`config.mk`:
```
export PLATFORM = sky130hd
export DESIGN_NAME = clkctl_reg
export DESIGN_NICKNAME = d
export VERILOG_FILES = /design/src/rtl/clkctl_reg.sv
export SDC_FILE = /design/constraint.sdc
export NUM_CORES = 1
export LEC_CHECK = 0
export BUFFER_PORTS_ARGS = -buffer_cell sky130_fd_sc_hd__buf_2
export CORE_MARGIN = 2
export CORE_UTILIZATION = 35
export DETAILED_ROUTE_END_ITERATION = 8
export GPL_TIMING_DRIVEN = 0
export HOLD_SLACK_MARGIN = 0.02
export PLACE_DENSITY = 0.73
export SLEW_MARGIN = 20
export SYNTH_ARGS = -nofsm -noshare
export SYNTH_HDL_FRONTEND = slang
export SYNTH_SLANG_ARGS = --single-unit
```
`constraint.sdc`:
```
create_clock -name clk -period 4.49 [get_ports clk]
set_clock_uncertainty 0.15 [all_clocks]
set_input_delay 1.1225 -clock clk [delete_from_list [all_inputs] [get_ports clk]]
set_output_delay 1.1225 -clock clk [all_outputs]
set_load 0.02 [all_outputs]
```
`src/rtl/clkctl_reg.sv`:
```
module clkctl_reg (
  input  logic       clk,
  input  logic       rst_n,
  input  logic       wr_en,
  input  logic [7:0] wr_data,
  output logic [7:0] rd_data,
  input  logic       prot_en,
  input  logic       sub_stable,
  input  logic       main_stable,
  input  logic       ring_sel,
  input  logic       err_clr,
  output logic [1:0] clkout_sel,
  output logic       pclk_stop_wait,
  output logic       sub_osc_en,
  output logic       main_stop,
  output logic       wdt_reset_mode,
  output logic       sysclk_sub,
  output logic       div8_req,
  output logic       wr_err
);

  logic [7:0] ctl;
  logic [7:0] nxt;
  logic       src_up, src_dn, stop_up, src_chg, side_chg;
  logic       bad, wr_ok;

  // bit 3 is unassigned; bit 6 can only be set
  assign nxt = {wr_data[7], wr_data[6] | ctl[6], wr_data[5:4],
                wr_data[3] & 1'b0, wr_data[2:0]};

  assign src_up   = ~ctl[7] &  nxt[7];
  assign src_dn   =  ctl[7] & ~nxt[7];
  assign stop_up  = ~ctl[5] &  nxt[5];
  assign src_chg  = ctl[7] ^ nxt[7];
  assign side_chg = (ctl[4] ^ nxt[4]) | (ctl[5] ^ nxt[5]);

  assign bad = (src_up  & ~(ctl[4] & sub_stable))
             | (src_dn  & ~(~ctl[5] & main_stable))
             | (stop_up & ~(ctl[7] | ring_sel))
             | (src_chg & side_chg);

  assign wr_ok = wr_en & prot_en;

  always_ff @(posedge clk or negedge rst_n) begin
    if (!rst_n) begin
      ctl      <= 8'h00;
      wr_err   <= 1'b0;
      div8_req <= 1'b0;
    end else begin
      div8_req <= wr_ok & ~bad & stop_up & ~ring_sel;
      if (wr_ok && !bad)
        ctl <= nxt;
      if (wr_ok && bad)
        wr_err <= 1'b1;
      else if (err_clr)
        wr_err <= 1'b0;
    end
  end

  assign rd_data        = ctl;
  assign clkout_sel     = ctl[1:0];
  assign pclk_stop_wait = ctl[2];
  assign sub_osc_en     = ctl[4];
  assign main_stop      = ctl[5];
  assign wdt_reset_mode = ctl[6];
  assign sysclk_sub     = ctl[7];

endmodule

```
==> metrics.md <==
| Metric | Value |
|---|---|
| Avg Cell Area, Syn | `11.8 sq um` |
| Post-synthesis sequential area ratio | `44.6%` |
| Clk pwr share | `12.1%` |
| PostCTS Resize Cnt | `0` |
| Die Height | `42.0 microns` |
| PwrDens | `713 mW/mm^2` |
| Synthesized area | `505 sq um` |
| Post-Syn Nets | `62` |
| Status | `finished clean` |
| Sw frac | `42.5%` |
| Post-DP HPWL | `822 microns` |
| Register area | `225 sq um` |
| Hold Buf Count CTS | `0` |
| Synth Register Bits | `9` |
| CP startpoint kind | `primary input` |
| Initial detailed-routing violation count | `3` |
| All-Layer GR Usage | `12.5%` |
| Final Wtd Congestion | `0.702` |
| Setup CP Type | `primary input to register` |
| Fill cell count | `132` |
| Logic gate share of total power | `58.6%` |
| Area contributors post-synth | `dfrtp_1 (45%), buf_4 (12%), mux2_2 (11%), ha_1 (7.4%), nor3b_4 (3.7%)` |
| WP data required | `4480 ps` |
| Cell breakdown of the critical path | `buf_2 > ha_1 > nor3b_1 > a221oi_2 > nor3b_4 > mux2_2` |
| Nets@finish | `97` |
| Final Hold Vio Count | `0` |
| Die width | `42.0 microns` |
| I/O Pins | `33` |
| Switching pwr | `0.000212 W` |
| Root buffer cell | `clkbuf_4` |
| H-tree depth | `1` |
| Max Clock Freq | `0.381 GHz` |
| Initial antenna violation count | `0` |
| Setup_tns | `0 ps` |
| Total number of yosys warnings | `0` |
| First-pass GRT wire length | `1610 microns` |
| Synth-to-Final Area Change | `38.6%` |
| Slew Viols, Final | `0` |
| LEAKAGE | `0.381 nW` |
| CTS sink cnt | `9` |
| Clk Latency, worst-skew pair | `250 ps` |
| Critical path peak fanout | `8` |
| Per-cell routed wire length | `11.2 microns` |
| RSZ-0062 raised after global routing | `no` |
| # Post-CTS Setup Buffers | `0` |
| Area of the multi-input gates | `205 sq um` |
| Min Tclk post-route | `2620 ps` |
| Die area | `0.00176 sq mm` |
| Antenna Cells | `0` |
| MaxCap Viol Count | `0` |
| Vias in the first global route | `392` |
| Internal | `0.000287 W` |
| Post-route design area | `701 sq um` |
| Initial core utilization | `38.4%` |
| Worst IR drop on VDD | `0.413 mV` |
| Drt drc | `0` |
| Vias per inst | `4.46` |
| Synth Instances | `43` |
| Hold crit path type | `register to register` |
| Pin count of the biggest net entering global routing | `10` |
| Total core area | `0.00132 sq mm` |
| # rows | `13` |
| CTS tree | `yes` |
| Grt ovf | `0` |
| Post-placement cell area | `674 sq um` |
| Final Setup Violations | `0` |
| CTS max path bufs | `2` |
| DR pass1 iterations | `4` |
| Slowest CP cell | `nor3b_4` |
| Layout cells sized above 1 | `62.3%` |
| Biggest area consumer among synthesized cells | `dfrtp_1` |
| CP arrival | `2610 ps` |
| WHS | `332 ps` |
| Post-Route WL | `1030 microns` |
| CP peak stage delay | `460 ps` |
| Port Buffers | `30` |
| Tcrit/Tclk final | `58.4%` |
| Vias | `410` |
| CTS clock-pin slew for the worst setup and hold paths | `60 ps` |
| Synth cell types | `18` |
| Reg power frac | `29.3%` |
| Post-route ant nets | `0` |
| Setup crit end kind | `register` |
| Top-area cell type share of the netlist area | `44.6%` |
| CTS Buf Count | `3` |
cells by family (layout without fill, tap and decap cells):
family	Yosys count	in the layout	synth area share (%)
buf+inv	12	46	14.9
flops	9	9	44.6
simple gates	7	7	10.9
mux	6	6	13.1
compound gates	4	4	6.68
fa+ha+maj	3	3	7.43
other cells	1	1	0.742
xor+xnor	1	1	1.73
cell usage after synthesis:
cell      instances
ha_1              3
a221oi_2          1
buf_4             8
a21oi_1           1
nor3b_4           1
nor2b_1           1
mux2i_1           1
o22ai_1           1
a21o_1            1
inv_1             4
nand2b_1          1
xnor2_1           1
mux2_2            5
nand2_1           2
nor3b_1           1
conb_1            1
and3b_1           1
dfrtp_1           9
cell usage in the layout (no fill, tap or decap), drive strengths merged:
cell and count:
mux2i 1, xnor2 1, a21oi 1, clkbuf 4, nand2b 1, nor2b 1
dfrtp 9, and3b 1, nand2 2, a21o 1, conb 1, ha 3
nor3b 2, inv 4, mux2 5, buf 38, a221oi 1, o22ai 1
power by group through the flow:
stage / clock [W] / combinational, W / sequential, W
5_1_grt: 0.0000697 / 0.000313 / 0.000153
2_1_floorplan: 0 / 0.000168 / 0.000187
4_1_cts: 0.0000626 / 0.000297 / 0.000147
3_3_place_gp: 0 / 0.000290 / 0.000145
3_5_place_dp: 0 / 0.000295 / 0.000148
6_report: 0.0000605 / 0.000293 / 0.000146
critical path: cells and delay by family:
family                     cells  cell delay (ps)
AOI/OAI and AO/OA              1              190
adders and majority gates      1              190
and+or+nand+nor                2              600
muxes                          1              390
buffers and inverters          1              110
flip-flops by register name (all words and copies together) (netlist names):
register and flops:
div8_req 1, rd_data 7, wr_err 1
path summary, 6_finish.rpt:
| check | from | end | slack, ps | cells after the start |
|---|---|---|---|---|
| max | wr_data[5] | rd_data[0] | 1870 | 6 |
| min reg2reg | rd_data[6] | rd_data[6] | 330 | 1 |
| min in group asynchronous | rst_n | div8_req | 560 | 1 |
| min | rd_data[6] | rd_data[6] | 330 | 1 |
| max in group asynchronous | rst_n | rd_data[2] | 3440 | 1 |
| max reg2reg | rd_data[5] | rd_data[0] | 2400 | 6 |
final cells by class:
| cell class | count | area share, % |
|---|---|---|
| Buffer | 8 | 8.57 |
| Clock buffer | 4 | 3.75 |
| Inverter | 4 | 2.14 |
| Multi-Input combinational cell | 22 | 29.3 |
| Sequential cell | 9 | 32.1 |
| Tap cell | 15 | 2.68 |
| Timing Repair Buffer | 30 | 21.4 |
per-stage QoR:
stage	utilization (%)	total power [W]	worst slack [ps]	std cells
floorplan	-	0.000356	1870	43
global placement	51.2	0.000435	1610	88
detailed placement	51.2	0.000443	1620	88
CTS	53.2	0.000506	1850	92
global route	53.2	0.000535	1780	92
finish	53.2	0.000499	1870	92
layer usage:
layer / up-vias / wire, microns / track usage [%]
li1: 203 / - / -
met1: 185 / 438 / 14.2
met2: 20 / 479 / 19.1
met3: 2 / 100 / 8.19
met4: 0 / 14 / 3.87
met5: - / 0 / 0
Note: power is estimated with default switching activity, not from simulation.
